File: src/rtl/prg_pkg.sv
package prg_pkg;

   // Number of bits needed to hold values 0..n-1 (at least one bit).
   function automatic int unsigned idx_bits(input int unsigned n);
      int unsigned w;
      w = 1;
      while ((1 << w) < n) w++;
      return w;
   endfunction

   // Output stage variant selected by the top-level parameter.
   typedef enum logic [0:0] {
      OUT_COMB = 1'b0,
      OUT_REG  = 1'b1
   } out_mode_e;

endpackage

File: src/rtl/prg_sync.sv
module prg_sync #(
   parameter int unsigned WIDTH  = 1,
   parameter int unsigned STAGES = 2
) (
   input  logic             clk,
   input  logic             rst_n,
   input  logic [WIDTH-1:0] async_i,
   output logic [WIDTH-1:0] sync_o
);

   generate
      if (STAGES < 2) begin : g_bad_stages
         $error("prg_sync: STAGES must be at least 2");
      end
   endgenerate

   logic [WIDTH-1:0] chain [STAGES];

   always_ff @(posedge clk) begin
      if (!rst_n) chain[0] <= '0;
      else        chain[0] <= async_i;
   end

   generate
      for (genvar s = 1; s < STAGES; s++) begin : g_stage
         always_ff @(posedge clk) begin
            if (!rst_n) chain[s] <= '0;
            else        chain[s] <= chain[s-1];
         end
      end
   endgenerate

   assign sync_o = chain[STAGES-1];

endmodule

File: src/rtl/prg_edge_detect.sv
module prg_edge_detect #(
   parameter int unsigned WIDTH  = 2,
   parameter int unsigned STAGES = 2
) (
   input  logic             clk,
   input  logic             rst_n,
   input  logic [WIDTH-1:0] level_i,
   output logic [WIDTH-1:0] rise_o
);

   logic [WIDTH-1:0] lvl_s;
   logic [WIDTH-1:0] lvl_q;

   prg_sync #(
      .WIDTH  (WIDTH),
      .STAGES (STAGES)
   ) u_sync (
      .clk     (clk),
      .rst_n   (rst_n),
      .async_i (level_i),
      .sync_o  (lvl_s)
   );

   always_ff @(posedge clk) begin
      if (!rst_n) lvl_q <= '0;
      else        lvl_q <= lvl_s;
   end

   assign rise_o = lvl_s & ~lvl_q;

   // a rise pulse never lasts two cycles
   generate
      for (genvar b = 0; b < WIDTH; b++) begin : g_chk
         p_single_pulse_r2 : assert property (@(posedge clk) disable iff (!rst_n)
            rise_o[b] |=> !rise_o[b]);
      end
   endgenerate

endmodule

File: src/rtl/prg_phase_counter.sv
module prg_phase_counter #(
   parameter int unsigned PERIOD = 200,
   parameter int unsigned PH_W   = 8
) (
   input  logic            clk,
   input  logic            rst_n,
   input  logic            step_p,
   input  logic            eoc_p,
   input  logic [PH_W-1:0] phase_sel,
   output logic            set_p
);

   localparam int unsigned MAX_PH = PERIOD - 1;
   localparam logic [PH_W-1:0] MAX_PH_V = PH_W'(MAX_PH);

   logic [PH_W-1:0] cnt_q;
   logic [PH_W-1:0] phase_q;
   logic            run_q;
   logic [PH_W-1:0] phase_clamped;

   // out-of-range phase values are clamped to the last step
   always_comb begin
      if (phase_sel > MAX_PH_V) phase_clamped = MAX_PH_V;
      else                      phase_clamped = phase_sel;
   end

   // phase captured only at the end-of-cycle marker
   always_ff @(posedge clk) begin
      if (!rst_n) begin
         cnt_q   <= '0;
         phase_q <= '0;
         run_q   <= 1'b0;
      end else if (eoc_p) begin
         cnt_q   <= '0;
         phase_q <= phase_clamped;
         run_q   <= 1'b1;
      end else if (step_p && run_q) begin
         if (cnt_q == phase_q) run_q <= 1'b0;      // one set per period
         else                  cnt_q <= cnt_q + 1'b1;
      end
   end

   assign set_p = step_p && run_q && !eoc_p && (cnt_q == phase_q);

   p_phase_clamp_r5 : assert property (@(posedge clk) disable iff (!rst_n)
      phase_q <= MAX_PH_V);

   p_phase_hold_r6 : assert property (@(posedge clk) disable iff (!rst_n)
      !eoc_p |=> $stable(phase_q));

   p_run_bound_r3 : assert property (@(posedge clk) disable iff (!rst_n)
      run_q |-> cnt_q <= phase_q);

   p_one_set_r11 : assert property (@(posedge clk) disable iff (!rst_n)
      set_p |=> !run_q);

endmodule

File: src/rtl/prg_half_counter.sv
module prg_half_counter #(
   parameter int unsigned HALF = 100
) (
   input  logic clk,
   input  logic rst_n,
   input  logic step_p,
   input  logic start_p,
   output logic active_o,
   output logic rst_p
);

   localparam int unsigned HW = prg_pkg::idx_bits(HALF);
   localparam logic [HW-1:0] LAST = HW'(HALF - 1);

   logic [HW-1:0] cnt_q;
   logic          act_q;

   // A new start always restarts the window, even on the expiry step.
   always_ff @(posedge clk) begin
      if (!rst_n) begin
         cnt_q <= '0;
         act_q <= 1'b0;
      end else if (start_p) begin
         cnt_q <= '0;
         act_q <= 1'b1;
      end else if (step_p && act_q) begin
         if (cnt_q == LAST) act_q <= 1'b0;
         else               cnt_q <= cnt_q + 1'b1;
      end
   end

   assign rst_p    = step_p && act_q && (cnt_q == LAST);
   assign active_o = act_q;

   p_half_bound_r4 : assert property (@(posedge clk) disable iff (!rst_n)
      act_q |-> cnt_q <= LAST);

   p_start_arms_r4 : assert property (@(posedge clk) disable iff (!rst_n)
      start_p |=> act_q && cnt_q == '0);

endmodule

File: src/rtl/phase_ref_gen.sv
module phase_ref_gen #(
   parameter int unsigned PERIOD_STEPS = 200,
   parameter int unsigned SYNC_STAGES  = 2,
   parameter bit          OUT_REGISTER = 1'b1,
   parameter int unsigned PH_W         = prg_pkg::idx_bits(PERIOD_STEPS)
) (
   input  logic            clk,
   input  logic            rst_n,
   input  logic            step_clk,
   input  logic            eoc_in,
   input  logic [PH_W-1:0] phase_sel,
   input  logic            ext_sync,
   input  logic            ext_sel,
   output logic            ref_out
);

   localparam int unsigned HALF_STEPS = PERIOD_STEPS / 2;
   localparam prg_pkg::out_mode_e OUT_MODE =
      OUT_REGISTER ? prg_pkg::OUT_REG : prg_pkg::OUT_COMB;

   generate
      if ((PERIOD_STEPS % 2) != 0 || PERIOD_STEPS < 4) begin : g_bad_period
         $error("phase_ref_gen: PERIOD_STEPS must be even and at least 4");
      end
      if ((1 << PH_W) < PERIOD_STEPS) begin : g_bad_phw
         $error("phase_ref_gen: PH_W too narrow for PERIOD_STEPS");
      end
   endgenerate

   logic [1:0] edges;
   logic       step_p;
   logic       eoc_p;
   logic       set_p;
   logic       rst_p;
   logic       half_act;
   logic       ext_s;
   logic       ref_q;
   logic       sel_src;

   prg_edge_detect #(
      .WIDTH  (2),
      .STAGES (SYNC_STAGES)
   ) u_edges (
      .clk     (clk),
      .rst_n   (rst_n),
      .level_i ({eoc_in, step_clk}),
      .rise_o  (edges)
   );

   assign step_p = edges[0];
   assign eoc_p  = edges[1];

   prg_phase_counter #(
      .PERIOD (PERIOD_STEPS),
      .PH_W   (PH_W)
   ) u_phase (
      .clk       (clk),
      .rst_n     (rst_n),
      .step_p    (step_p),
      .eoc_p     (eoc_p),
      .phase_sel (phase_sel),
      .set_p     (set_p)
   );

   prg_half_counter #(
      .HALF (HALF_STEPS)
   ) u_half (
      .clk      (clk),
      .rst_n    (rst_n),
      .step_p   (step_p),
      .start_p  (set_p),
      .active_o (half_act),
      .rst_p    (rst_p)
   );

   prg_sync #(
      .WIDTH  (1),
      .STAGES (SYNC_STAGES)
   ) u_ext_sync (
      .clk     (clk),
      .rst_n   (rst_n),
      .async_i (ext_sync),
      .sync_o  (ext_s)
   );

   // Set/reset reference flop, reset has priority
   always_ff @(posedge clk) begin
      if (!rst_n)     ref_q <= 1'b0;
      else if (rst_p) ref_q <= 1'b0;
      else if (set_p) ref_q <= 1'b1;
   end

   assign sel_src = ext_sel ? ext_s : ref_q;

   generate
      if (OUT_MODE == prg_pkg::OUT_REG) begin : g_out_reg
         logic out_q;
         always_ff @(posedge clk) begin
            if (!rst_n) out_q <= 1'b0;
            else        out_q <= sel_src;
         end
         assign ref_out = out_q;

         p_ext_path_r8 : assert property (@(posedge clk) disable iff (!rst_n)
            ext_sel |=> ref_out == $past(ext_s));

         p_int_path_r9 : assert property (@(posedge clk) disable iff (!rst_n)
            !ext_sel |=> ref_out == $past(ref_q));
      end else begin : g_out_comb
         assign ref_out = sel_src;
      end
   endgenerate

   p_rst_wins_r7 : assert property (@(posedge clk) disable iff (!rst_n)
      (set_p && rst_p) |=> !ref_q);

   p_set_arms_r4 : assert property (@(posedge clk) disable iff (!rst_n)
      (set_p && !rst_p) |=> ref_q && half_act);

   p_rise_needs_window_r4 : assert property (@(posedge clk) disable iff (!rst_n)
      $rose(ref_q) |-> half_act);

endmodule

File: config.mk
export PLATFORM = sky130hd
export DESIGN_NAME = phase_ref_gen
export DESIGN_NICKNAME = d
export VERILOG_FILES = /design/src/rtl/prg_pkg.sv /design/src/rtl/prg_sync.sv /design/src/rtl/prg_edge_detect.sv /design/src/rtl/prg_phase_counter.sv /design/src/rtl/prg_half_counter.sv /design/src/rtl/phase_ref_gen.sv
export SDC_FILE = /design/constraint.sdc
export NUM_CORES = 1
export LEC_CHECK = 0
export BUFFER_PORTS_ARGS = -buffer_cell sky130_fd_sc_hd__buf_2
export CAP_MARGIN = 10
export CORE_ASPECT_RATIO = 0.6
export CORE_MARGIN = 1
export CORE_UTILIZATION = 27
export CTS_CLUSTER_SIZE = 24
export DETAILED_ROUTE_END_ITERATION = 6
export SYNTH_ARGS = -nofsm -noshare
export SYNTH_HDL_FRONTEND = slang
export SYNTH_SLANG_ARGS = --single-unit
File: constraint.sdc
create_clock -name clk -period 4.45 [get_ports clk]
set_input_delay 1.1125 -clock clk [delete_from_list [all_inputs] [get_ports clk]]
set_output_delay 1.1125 -clock clk [all_outputs]
set_load 0.01 [all_outputs]
After elaboration in Yosys (flattened, before gate mapping)
Memory sizes are Yosys's and may differ from the RTL's.
Index checks and enable logic that the tools add are counted.
{"block": "op_classes", "n_reduce_logical": 17, "eq_ne": 2, "bitwise_logic": 9, "order_cmp": 1, "muxes": 14, "n_addsub": 2}
{"operator": "1-bit two-way mux", "count": 11}
{"operator": "8-bit by 1-bit adder with 8-bit output, second input constant", "count": 1}
{"operator": "8-bit equality test", "count": 1}
{"operator": "8-bit greater-than comparator, second input constant", "count": 1}
{"operator": "8-bit two-way mux", "count": 1}
{"operator": "2-bit AND reduction", "count": 4}
{"operator": "2-bit nonzero test", "count": 4}
{"operator": "7-bit by 1-bit adder with 7-bit output, second input constant", "count": 1}
{"operator": "7-bit equality test, second input constant", "count": 1}
{"operator": "2-bit OR reduction", "count": 3}
{"operator": "1-bit logical AND", "count": 5}
{"operator": "2-bit two-way mux", "count": 2}
{"operator": "1-bit OR", "count": 4}
{"operator": "1-bit inverter", "count": 3}
{"operator": "2-bit bitwise AND", "count": 1}
{"operator": "2-bit inverter", "count": 1}
{"operator": "1-bit logical NOT", "count": 1}
{"block": "totals", "output_inout_bits": 1, "in_bits": 14, "mem_bits_rw": 6, "memories": 2, "register_bits": 29, "elab_cells": 55}
{"name": "u_edges.u_sync.chain", "words": 2, "width": 2, "read_ports": 2, "rd_clocked_by_memory_dff": 0, "write_ports": 2, "line": "prg_sync.sv:17", "rtl": "logic [WIDTH-1:0] chain [STAGES];"}
{"name": "u_ext_sync.chain", "words": 2, "width": 1, "read_ports": 2, "rd_clocked_by_memory_dff": 0, "write_ports": 2, "line": "prg_sync.sv:17"}

Longest topological paths before layout
Gate-level depths: netlist (run 1).
{"block": "logic_depth", "word_depth": 7, "mapped_depth": 5, "ltp_nobuf": 5}

Cells and area by module
A second synthesis (run 1) with hierarchy kept.
{"block": "unflattened", "cells_unflattened": 167, "area_unflattened_um2": 1571.5}
{"mod": "prg_phase_counter", "cells_each": 96, "seq_area_each_um2": 340.3, "instances": 1, "area_each_um2": 869.6}
{"mod": "prg_half_counter", "cells_each": 47, "seq_area_each_um2": 160.2, "instances": 1, "area_each_um2": 391.6}
{"mod": "prg_sync (u_edges.u_sync)", "cells_each": 8, "seq_area_each_um2": 80.1, "instances": 1, "area_each_um2": 105.1}
{"mod": "prg_edge_detect", "cells_each": 6, "seq_area_each_um2": 40.0, "instances": 1, "area_each_um2": 80.1}
{"mod": "phase_ref_gen", "cells_each": 6, "seq_area_each_um2": 40.0, "instances": 1, "area_each_um2": 72.6}
{"mod": "prg_sync (u_ext_sync)", "cells_each": 4, "seq_area_each_um2": 40.0, "instances": 1, "area_each_um2": 52.6}

Least setup slack after synthesis (run 1)
No wires, ideal clock.
{"block": "synth_timing", "kind": "in2reg", "start": "input port rst_n", "end": "register u_phase.cnt_q[1]", "t_required_ns": 4.378, "stages": 5, "arrival_time_ns": 1.899, "path_slack_ns": 2.479, "n_path_buf": 1, "setup_ns": 0.072, "cell_sequence": "inv_1 clkbuf_1 nor2_1 nand2_1 mux2i_1"}
{"block": "synth_between", "elab_chain_len": 2}
{"element": "start: declaration", "line": "phase_ref_gen.sv:8", "rtl": "input logic rst_n,"}
{"element": "1-bit inverter (no line)"}
{"element": "2-bit OR reduction (no line)"}
{"element": "end signal: assignment", "line": "prg_phase_counter.sv:39", "rtl": "else cnt_q <= cnt_q + 1'b1;"}
{"element": "end: declaration", "line": "prg_phase_counter.sv:16", "rtl": "logic [PH_W-1:0] cnt_q;"}
No other way between the ends.
A chain may end at the register's enable or synchronous reset.

Worst setup path in the final report (run 1)
{"block": "layout_timing", "start": "input port rst_n", "end": "register u_phase.cnt_q[6]"}
Same word-level chain as after synthesis.

==> results of run 1 <==
[report_power, final]
group / switching [mW] / total, mW / internal (mW)
sequential: 0.00344 / 0.323 / 0.320
combinational: 0.0244 / 0.0413 / 0.0169
clock: 0.117 / 0.258 / 0.141
[worst register-to-register path, delay by kind of cell, from the launching register on]
kind / cells / cell delay, ps
flops: 1 / 340
mux: 1 / 70
simple gates: 3 / 1310
[logic make-up (layout without fill, tap and decap cells)]
group | Yosys count | in the layout | share of synthesized area
flops | 35 | 35 | 0.459
simple gates | 70 | 70 | 0.254
buf+inv | 8 | 25 | 0.0197
compound gates | 22 | 22 | 0.106
fa+ha+maj | 2 | 2 | 0.0164
mux | 10 | 10 | 0.0655
xor+xnor | 14 | 14 | 0.0803
[worst paths after layout]
path                                                end  depth (start not counted)                             startpoint
setup / recovery          u_phase.cnt_q[6]$_SDFFE_PP0P_                          5                                  rst_n
hold / removal    u_edges.u_sync.chain[1][0]$_SDFF_PN0_                          1  u_edges.u_sync.chain[0][0]$_SDFF_PN0_
setup reg to reg          u_phase.cnt_q[6]$_SDFFE_PP0P_                          4  u_edges.u_sync.chain[1][1]$_SDFF_PN0_
hold reg to reg   u_edges.u_sync.chain[1][0]$_SDFF_PN0_                          1  u_edges.u_sync.chain[0][0]$_SDFF_PN0_
[sequential cells by signal, summed over array words and instances (netlist names)]
name / count
u_half.cnt_q: 7
ref_out: 1
u_phase.cnt_q: 8
u_edges.lvl_q: 2
u_half.active_o: 1
u_ext_sync.chain: 2
ref_q: 1
u_phase.run_q: 1
u_edges.u_sync.chain: 4
u_phase.phase_q: 8
[layout make-up]
type	instances	area (µm²)
multi-input combinational	118	797
clock buffer	8	100
timing repair buffer	14	70.1
tap	66	82.6
fill	544	3490
inverter	3	11.3
sequential	35	701
[layout by cell type, fill, tap and decap left out, types with 2 or more instances in the layout]
cell type	instances
inv_1	3
nand4_1	4
nor4_4	2
a21oi_1	9
o221a_2	3
xor2_1	12
and2_1	8
xnor2_1	2
buf_2	14
ha_1	2
nand2_1	21
or3_1	7
a22oi_1	3
and3_1	3
nor2_1	14
mux2i_1	10
a211oi_1	3
nand3_1	4
clkbuf_8	7
dfxtp_1	35
[per-layer routing]
layer	share of wire	up-vias	wire length [µm]
met2	0.35	27	1090
met5	0	-	0
li1	-	593	-
met1	0.59	516	1820
met4	0.010	0	32
met3	0.048	3	148
==> results.py, run 1 <==
metrics = {
    "timing": {
        "finClkSkew_ps": 6.92,
        "setup_ws_ps": 2280,
        "fin_setup_tns_ps": 0,
        "post-route-period-util": 0.488,
        "hold_ws_ps": 430,
        "slew_headroom": 0.344,
        "period_minus_slack_ps": 2170,
        "hold_viol": 0,
        "tightest_slew_ps": 982,
        "fmax_mhz": 460,
        "rsz0062_at_grt": "false",
        "drv_slew": 0,
        "setup_violations": 0,
    },
    "place": {
        "placed_cells_incl_taps": 236,
        "place.port_buffers": 14,
        "gp_congestion": 0.785,
        "place_area_mm2": 0.00166,
        "place_ws_ps": 1980,
    },
    "setup_path": {
        "setup.worst_path.end_class": "register",
        "crit_chain": "buf_2, inv_1, nor2_1, nand2_1, mux2i_1",
        "critPathRequiredTime_ps": 4670,
        "crit_type": "input pin to register",
        "critPathSlowestCell": "nor2_1",
        "crit_arrival_ps": 2400,
        "cp-start-kind": "input pin",
        "crit_fanout": 16,
        "critPathBufInv": 2,
        "cp_top_family": "simple AND/OR/NAND/NOR gates",
        "max_stage_delay_ps": 550,
        "ff2ff_setup_slack_ps": 2620,
    },
    "finish": {
        "fin_cells": 244,
        "final_util": 0.335,
        "fin_area_mm2": 0.00176,
        "drive_gt1_frac": 0.163,
        "fin_nets": 193,
        "n_antenna_cell": 0,
        "areaGrowthSynthToFinish_pct": 15.3,
    },
    "global_route": {
        "grt_pass1_wl_um": 5070,
        "grt_pass1_vias": 1017,
        "grtUsageMet1": 0.171,
        "grt_start_max_net_pins": 17,
        "grt_remaining_overflow": 0,
        "grt_usage": 0.115,
        "met3_usage": 0.0421,
        "grt_util_met2": 0.143,
        "antenna_found_initial": 0,
        "grt_busiest_layer": "met1",
    },
    "synth": {
        "avgSynthCellArea_um2": 9.49,
        "yosysTopAreaCell": "dfxtp_1",
        "synth_edf_count": 0,
        "yosys_warnings": 0,
        "ys_top_cells_by_area": "dfxtp_1 (46%), xor2_1 (6.9%), mux2i_1 (6.6%), nand2_1 (5.2%), nor2_1 (3.4%)",
        "syn_inst": 161,
        "synth_commonest_cells": "dfxtp_1 (35), nand2_1 (21), nor2_1 (14)",
        "ys_types": 30,
        "ys_ff_latch": 35,
        "synth_area_mm2": 0.00153,
        "yosysMostFrequentCell": "dfxtp_1",
        "async_flop_share": 0,
        "syn-num-nets": 177,
        "synth_top_area_share": 0.459,
        "synth-seq-area-share": 0.459,
        "synth_ff_type": "dfxtp_1",
    },
    "detailed_routing": {
        "postRouteAntennaNets": 0,
        "wirelength_um": 3090,
        "drc": 0,
        "drtIter0Drc": 60,
        "vias": 1139,
        "drtPass1Iterations": 4,
        "wl_per_cell_um": 12.7,
        "vias_per_cell": 4.67,
    },
    "floorplanning": {
        "dieArea_mm2": 0.00597,
        "die_x_um": 99.1,
        "ioPinCount": 15,
        "coreArea_mm2": 0.00526,
        "rows": 20,
        "start_util": 0.291,
        "die_h_um": 60.3,
    },
    "clock_tree": {
        "hold_buffers": 0,
        "cts_max_path_buffers": 2,
        "cts_max_level": 2,
        "insertion_delay_ps": 290,
        "clkSinkCount": 35,
        "cts_root_buffer": "clkbuf_8",
        "cts_setup_buffers": 0,
        "cts_buffers": 5,
        "path_clk_slew_ps": 70,
        "cts_resized": 0,
        "cts_tree": "yes",
    },
    "power": {
        "p_leak_nw": 0.711,
        "power_density_mw_per_mm2": 353,
        "peakVddDrop_mv": 0.103,
        "total_power_mw": 0.623,
    },
    "run_status": {
        "status": "completed",
    },
    "min_path": {
        "hp-class": "register to register",
    },
    "job": {
        "cap_viol_max_count": 0,
    },
}
Note: power is estimated with default switching activity, not from simulation.
==> run 2: changes to the inputs <==
--- a/config.mk
+++ b/config.mk
@@ -5,6 +5,7 @@
 export SDC_FILE = /design/constraint.sdc
 export NUM_CORES = 1
 export LEC_CHECK = 0
+export ABC_AREA = 1
 export BUFFER_PORTS_ARGS = -buffer_cell sky130_fd_sc_hd__buf_2
 export CAP_MARGIN = 10
 export CORE_ASPECT_RATIO = 0.6
==> constraint.sdc (replaced) <==
create_clock -name clk -period 2.2 [get_ports clk]
set_input_delay 0.55 -clock clk [delete_from_list [all_inputs] [get_ports clk]]
set_output_delay 0.55 -clock clk [all_outputs]
set_load 0.01 [all_outputs]
==> results.py, run 2 <==
metrics = {
    "run_status": {
        "status": "completed",
    },
    "detailed_routing": {
        "vias_per_cell": 4.27,
        "drtPass1Iterations": 4,
        "postRouteAntennaNets": 0,
        "wirelength_um": 3340,
        "drc": 0,
        "wl_per_cell_um": 10.2,
        "drtIter0Drc": 57,
        "vias": 1406,
    },
    "floorplanning": {
        "start_util": 0.288,
        "rows": 21,
        "dieArea_mm2": 0.00643,
        "die_h_um": 62.5,
        "ioPinCount": 15,
        "coreArea_mm2": 0.00573,
        "die_x_um": 103,
    },
    "timing": {
        "hold_ws_ps": 413,
        "fmax_mhz": 685,
        "slew_headroom": 0.431,
        "setup_ws_ps": 740,
        "setup_violations": 0,
        "fin_setup_tns_ps": 0,
        "rsz0062_at_grt": "false",
        "drv_slew": 0,
        "hold_viol": 0,
        "period_minus_slack_ps": 1460,
        "post-route-period-util": 0.664,
        "tightest_slew_ps": 843,
        "finClkSkew_ps": 5.02,
    },
    "global_route": {
        "met3_usage": 0.0302,
        "grt_pass1_vias": 1254,
        "grt_remaining_overflow": 0,
        "grtUsageMet1": 0.190,
        "grt_util_met2": 0.146,
        "grt_start_max_net_pins": 17,
        "grt_busiest_layer": "met1",
        "grt_usage": 0.119,
        "antenna_found_initial": 0,
        "grt_pass1_wl_um": 5900,
    },
    "synth": {
        "ys_ff_latch": 35,
        "yosysMostFrequentCell": "nand2_1",
        "yosysTopAreaCell": "dfxtp_1",
        "ys_types": 24,
        "syn_inst": 229,
        "async_flop_share": 0,
        "synth_edf_count": 0,
        "syn-num-nets": 245,
        "synth_commonest_cells": "nand2_1 (61), inv_1 (37), dfxtp_1 (35)",
        "synth_area_mm2": 0.00165,
        "ys_top_cells_by_area": "dfxtp_1 (43%), nand2_1 (14%), inv_1 (8.4%), a21oi_1 (4.9%), nand3_1 (4.9%)",
        "avgSynthCellArea_um2": 7.20,
        "synth_top_area_share": 0.425,
        "synth-seq-area-share": 0.425,
        "synth_ff_type": "dfxtp_1",
        "yosys_warnings": 0,
    },
    "clock_tree": {
        "path_clk_slew_ps": 70,
        "cts_max_path_buffers": 2,
        "cts_tree": "yes",
        "insertion_delay_ps": 290,
        "cts_buffers": 5,
        "cts_max_level": 2,
        "cts_resized": 0,
        "cts_root_buffer": "clkbuf_8",
        "cts_setup_buffers": 0,
        "hold_buffers": 0,
        "clkSinkCount": 35,
    },
    "finish": {
        "fin_cells": 329,
        "n_antenna_cell": 0,
        "final_common_cell": "nand2_1",
        "drive_gt1_frac": 0.124,
        "final_cell_mix": "nand2_1 (61), inv_1 (37), dfxtp_1 (35)",
        "top_regs": "u_phase.cnt_q (8), u_phase.phase_q (8), u_half.cnt_q (7)",
        "final_util": 0.330,
        "areaGrowthSynthToFinish_pct": 14.6,
        "fin_area_mm2": 0.00189,
        "fin_nets": 264,
    },
    "place": {
        "hpwl_um": 2530,
        "gp_congestion": 0.762,
        "place_area_mm2": 0.00180,
        "place_ws_ps": 533,
        "placed_cells_incl_taps": 321,
        "place.port_buffers": 14,
    },
    "setup_path": {
        "ff2ff_path_depth": 7,
        "crit_arrival_ps": 1640,
        "setup.worst_path.end_class": "register",
        "critPathMostFrequentCell": "nand2_1",
        "rr_startpoint": "u_half.cnt_q[0]$_SDFFE_PP0P_",
        "critPathLaunch": "u_half.cnt_q[0]$_SDFFE_PP0P_",
        "max_stage_delay_ps": 400,
        "ff2ff_setup_slack_ps": 740,
        "cp-start-kind": "register",
        "crit_fanout": 10,
        "crit_chain": "ha_1, nand2_1, nor2_4, nor2_8, nand2_1, xor2_1, nor2_1",
        "r2r-end": "u_half.cnt_q[3]$_SDFFE_PP0P_",
        "critPathRequiredTime_ps": 2380,
        "critPathSlowestCell": "dfxtp_1",
        "crit_type": "register to register",
        "critical_path.endpoint": "u_half.cnt_q[3]$_SDFFE_PP0P_",
    },
    "power": {
        "p_leak_nw": 0.845,
        "combPwrFrac": 0.073,
        "switching_share": 0.252,
        "power_density_mw_per_mm2": 635,
        "pwr-share-seq": 0.545,
        "total_power_mw": 1.20,
        "p_int_mw": 0.898,
        "peakVddDrop_mv": 0.331,
        "clkPwrFrac": 0.382,
        "p_sw_mw": 0.302,
    },
    "job": {
        "cap_viol_max_count": 0,
    },
    "min_path": {
        "hp-class": "register to register",
    },
}
run 2: changes by cell type after synthesis, sizes merged, moves of 8 or more:
cell | previous run | this run
and2 | 8 | 0
inv | 3 | 39
mux2i | 10 | 0
nand2 | 21 | 64
nand3 | 4 | 16
nor2 | 14 | 25
run 2: final cells by class:
type,count,area [µm²]
Fill cell,638,3840
Multi-Input combinational cell,152,782
Sequential cell,35,701
Inverter,40,150
Tap cell,80,100
Clock buffer,6,72.6
Timing Repair Buffer,14,70.1
Clock inverter,2,12.5
run 2: logic make-up (layout without fill, tap and decap cells):
| logic type | Yosys count | in the layout | synth area share |
|---|---|---|---|
| compound gates | 27 | 27 | 0.0888 |
| simple gates | 111 | 111 | 0.307 |
| fa+ha+maj | 2 | 2 | 0.0152 |
| xor+xnor | 12 | 12 | 0.0638 |
| flops | 35 | 35 | 0.425 |
| buf+inv | 42 | 62 | 0.100 |
run 2: power by group through the flow:
| stage | Combinational [mW] | Clock (mW) | Sequential, mW |
|---|---|---|---|
| global placement | 0.0860 | 0 | 0.669 |
| CTS | 0.0876 | 0.465 | 0.654 |
| global route | 0.0976 | 0.491 | 0.655 |
| finish | 0.0877 | 0.458 | 0.654 |
| detailed placement | 0.0872 | 0 | 0.669 |
| floorplan | 0.0567 | 0 | 0.667 |
run 2: how the worst min path moves through the flow:
| stage | startpoint | to | slack [ps] | cells past startpoint |
|---|---|---|---|---|
| 2_1_floorplan | u_edges.u_sync.chain[0][0]$_SDFF_PN0_ | u_edges.u_sync.chain[1][0]$_SDFF_PN0_ | 390 | 2 |
| 3_3_place_gp | u_ext_sync.chain[0]$_DFF_P_ | u_ext_sync.chain[1]$_DFF_P_ | 400 | 2 |
| 3_5_place_dp | u_edges.u_sync.chain[0][1]$_SDFF_PN0_ | u_edges.u_sync.chain[1][1]$_SDFF_PN0_ | 400 | 2 |
| 4_1_cts | u_edges.u_sync.chain[0][1]$_SDFF_PN0_ | u_edges.u_sync.chain[1][1]$_SDFF_PN0_ | 410 | 2 |
| 5_1_grt | u_edges.u_sync.chain[0][0]$_SDFF_PN0_ | u_edges.u_sync.chain[1][0]$_SDFF_PN0_ | 440 | 2 |
| 6_report | u_edges.u_sync.chain[0][1]$_SDFF_PN0_ | u_edges.u_sync.chain[1][1]$_SDFF_PN0_ | 410 | 2 |
run 2: per-layer routing:
metal  routed length [µm]  part of all wire  vias to the layer above
met4                   44             0.013                        0
met5                    0                 0                        -
met3                  227             0.068                        6
met1                 1900              0.57                      606
met2                 1170              0.35                       40
li1                     -                 -                      754
run 2: critical path: cells and delay by family, from the launching register on:
kind,cells,cell delay [ps]
flip-flops,1,400
adder cells (fa/ha/maj),1,300
AND/OR/NAND/NOR,5,510
XOR/XNOR,1,140
==> run 3: changes to the inputs <==
==> constraint.sdc (replaced) <==
create_clock -name clk -period 1.2 [get_ports clk]
set_input_delay 0.3 -clock clk [delete_from_list [all_inputs] [get_ports clk]]
set_output_delay 0.3 -clock clk [all_outputs]
set_load 0.01 [all_outputs]
==> results.py, run 3 (synthesized netlist as in run 2, its figures left out) <==
metrics = {
    "finish": {
        "drive_gt1_frac": 0.443,
        "final_cell_mix": "nand2_1 (46), inv_1 (34), buf_4 (27)",
        "n_antenna_cell": 0,
        "fin_area_mm2": 0.00243,
        "areaGrowthSynthToFinish_pct": 47.4,
        "fin_cells": 360,
        "fin_nets": 295,
        "final_common_cell": "nand2_1",
        "fillers": 599,
        "top_regs": "u_phase.cnt_q (8), u_phase.phase_q (8), u_half.cnt_q (7)",
    },
    "global_route": {
        "antenna_found_initial": 0,
        "grt_remaining_overflow": 0,
        "grt_pass1_vias": 1379,
        "grt_usage": 0.131,
        "grt_pass1_wl_um": 6320,
        "grt_start_max_net_pins": 13,
    },
    "floorplanning": {
        "coreArea_mm2": 0.00573,
        "rows": 21,
        "ioPinCount": 15,
        "die_x_um": 103,
        "dieArea_mm2": 0.00643,
        "start_util": 0.288,
        "die_h_um": 62.5,
    },
    "setup_path": {
        "critPathRequiredTime_ps": 1380,
        "cp-start-kind": "register",
        "crit_fanout": 8,
        "critPathBufInv": 0,
        "ff2ff_setup_slack_ps": -100,
        "critPathSlowestCell": "dfxtp_2",
        "ff2ff_path_depth": 6,
        "crit_arrival_ps": 1480,
        "critPathMostFrequentCell": "nand2_2",
        "max_stage_delay_ps": 360,
        "r2r-end": "u_half.cnt_q[4]$_SDFFE_PP0P_",
        "crit_type": "register to register",
        "rr_startpoint": "u_phase.cnt_q[5]$_SDFFE_PP0P_",
        "setup.worst_path.end_class": "register",
        "crit_chain": "xnor2_2, nand2_2, nor2_4, nand4_1, nand2_2, nor2_1",
        "cp_top_family": "simple AND/OR/NAND/NOR gates",
    },
    "timing": {
        "tightest_slew_ps": 389,
        "finClkSkew_ps": 12.9,
        "setup_ws_ps": -98.0,
        "hold_viol": 0,
        "drv_slew": 0,
        "slew_headroom": 0.737,
        "fmax_mhz": 770,
        "rsz0062_at_grt": "true",
        "post-route-period-util": 1.08,
        "setup_violations": 18,
        "period_minus_slack_ps": 1300,
    },
    "run_status": {
        "status": "finished, violations left",
        "violations": "negative setup slack",
    },
    "detailed_routing": {
        "route.met3.wl_um": 158,
        "drc": 0,
        "wl_met1_um": 2140,
        "drtIter0Drc": 62,
        "vias": 1556,
        "vias_per_cell": 4.32,
        "wl_per_cell_um": 11.1,
        "highest_layer": "met4",
        "drtPass1Iterations": 4,
        "met2_length_um": 1620,
        "wirelength_um": 4000,
        "postRouteAntennaNets": 0,
    },
    "clock_tree": {
        "insertion_delay_ps": 300,
        "cts_root_buffer": "clkbuf_8",
        "cts_max_level": 2,
        "clkSinkCount": 35,
        "path_clk_slew_ps": 80,
        "cts_tree": "yes",
        "cts_buffers": 5,
        "cts_max_path_buffers": 2,
        "hold_buffers": 0,
    },
    "min_path": {
        "hp-start": "ext_sync",
        "holdPathStages": 3,
        "hold_end": "u_ext_sync.chain[0]$_DFF_P_",
        "hp-class": "input pin to register",
    },
    "place": {
        "hpwl_um": 2710,
        "place.port_buffers": 14,
        "gp_congestion": 0.778,
        "placed_cells_incl_taps": 347,
        "place_area_mm2": 0.00202,
    },
    "power": {
        "power_density_mw_per_mm2": 1050,
        "p_leak_nw": 1.04,
        "peakVddDrop_mv": 0.461,
    },
    "job": {
        "cap_viol_max_count": 0,
    },
}
-- run 3: through the flow --
step / TNS, ps / util / total power [mW] / hold slack [ps] / worst slack, ps
6_report: -1410 / 0.424 / 2.54 / 171 / -98.0
5_1_grt: -3150 / 0.424 / 2.62 / 179 / -205
4_1_cts: -525 / 0.382 / 2.49 / 165 / -49.3
3_5_place_dp: -974 / 0.353 / 1.40 / 397 / -82.8
3_3_place_gp: -481 / 0.353 / 1.40 / 393 / -54.4
2_1_floorplan: 0 / - / 1.33 / 390 / 2.36
-- run 3: how the worst max path moves through the flow --
stage | from | end | slack (ps) | cells after the start
after global routing | u_phase.cnt_q[5]$_SDFFE_PP0P_ | u_half.cnt_q[2]$_SDFFE_PP0P_ | -200 | 6
final | u_phase.cnt_q[5]$_SDFFE_PP0P_ | u_half.cnt_q[4]$_SDFFE_PP0P_ | -100 | 6
after CTS | u_phase.cnt_q[5]$_SDFFE_PP0P_ | u_half.cnt_q[4]$_SDFFE_PP0P_ | -50 | 6
after detailed placement | u_half.cnt_q[1]$_SDFFE_PP0P_ | u_half.cnt_q[2]$_SDFFE_PP0P_ | -80 | 9
after floorplan | u_phase.cnt_q[5]$_SDFFE_PP0P_ | u_half.cnt_q[5]$_SDFFE_PP0P_ | 2 | 7
after global placement | u_half.cnt_q[1]$_SDFFE_PP0P_ | u_half.cnt_q[3]$_SDFFE_PP0P_ | -50 | 7
-- run 3: per-layer routing --
metal,global-route usage,vias up
met1,0.195,701
met5,0,-
met2,0.166,31
met3,0.0358,8
li1,-,816
met4,0.0687,0
-- run 3: worst register-to-register path: stages, from the launching register on --
cell and delay, ps:
dfxtp_2 360, xnor2_2 180, nand2_2 80, nor2_4 150, nand4_1 160, nand2_2 180
nor2_1 70
-- run 3: layout make-up --
type | instances | area [µm²] | share of cell area
clock buffers | 5 | 68.8 | 0.0283
clock inverters | 3 | 43.8 | 0.0180
inverters | 40 | 155 | 0.0639
multi-input cells | 153 | 1020 | 0.419
flip-flops and latches | 35 | 727 | 0.299
well taps | 80 | 100 | 0.0412
repair buffers | 44 | 315 | 0.130
-- run 3: repair_timing --
item | in CTS | in global routing
cloned | 1 | 0
setup buffers | 1 | 4
gates resized for setup | 12 | 63
setup endpoints to repair | 18 | 20
pin swaps | 7 | 31
-- run 3: power breakdown --
part / switching, mW / leakage [nW] / internal [mW] / total [mW]
logic: 0.138 / 0.687 / 0.109 / 0.248
registers: 0.0150 / 0.293 / 1.18 / 1.19
clock network: 0.482 / 0.0581 / 0.619 / 1.10
total: 0.635 / 1.04 / 1.91 / 2.54
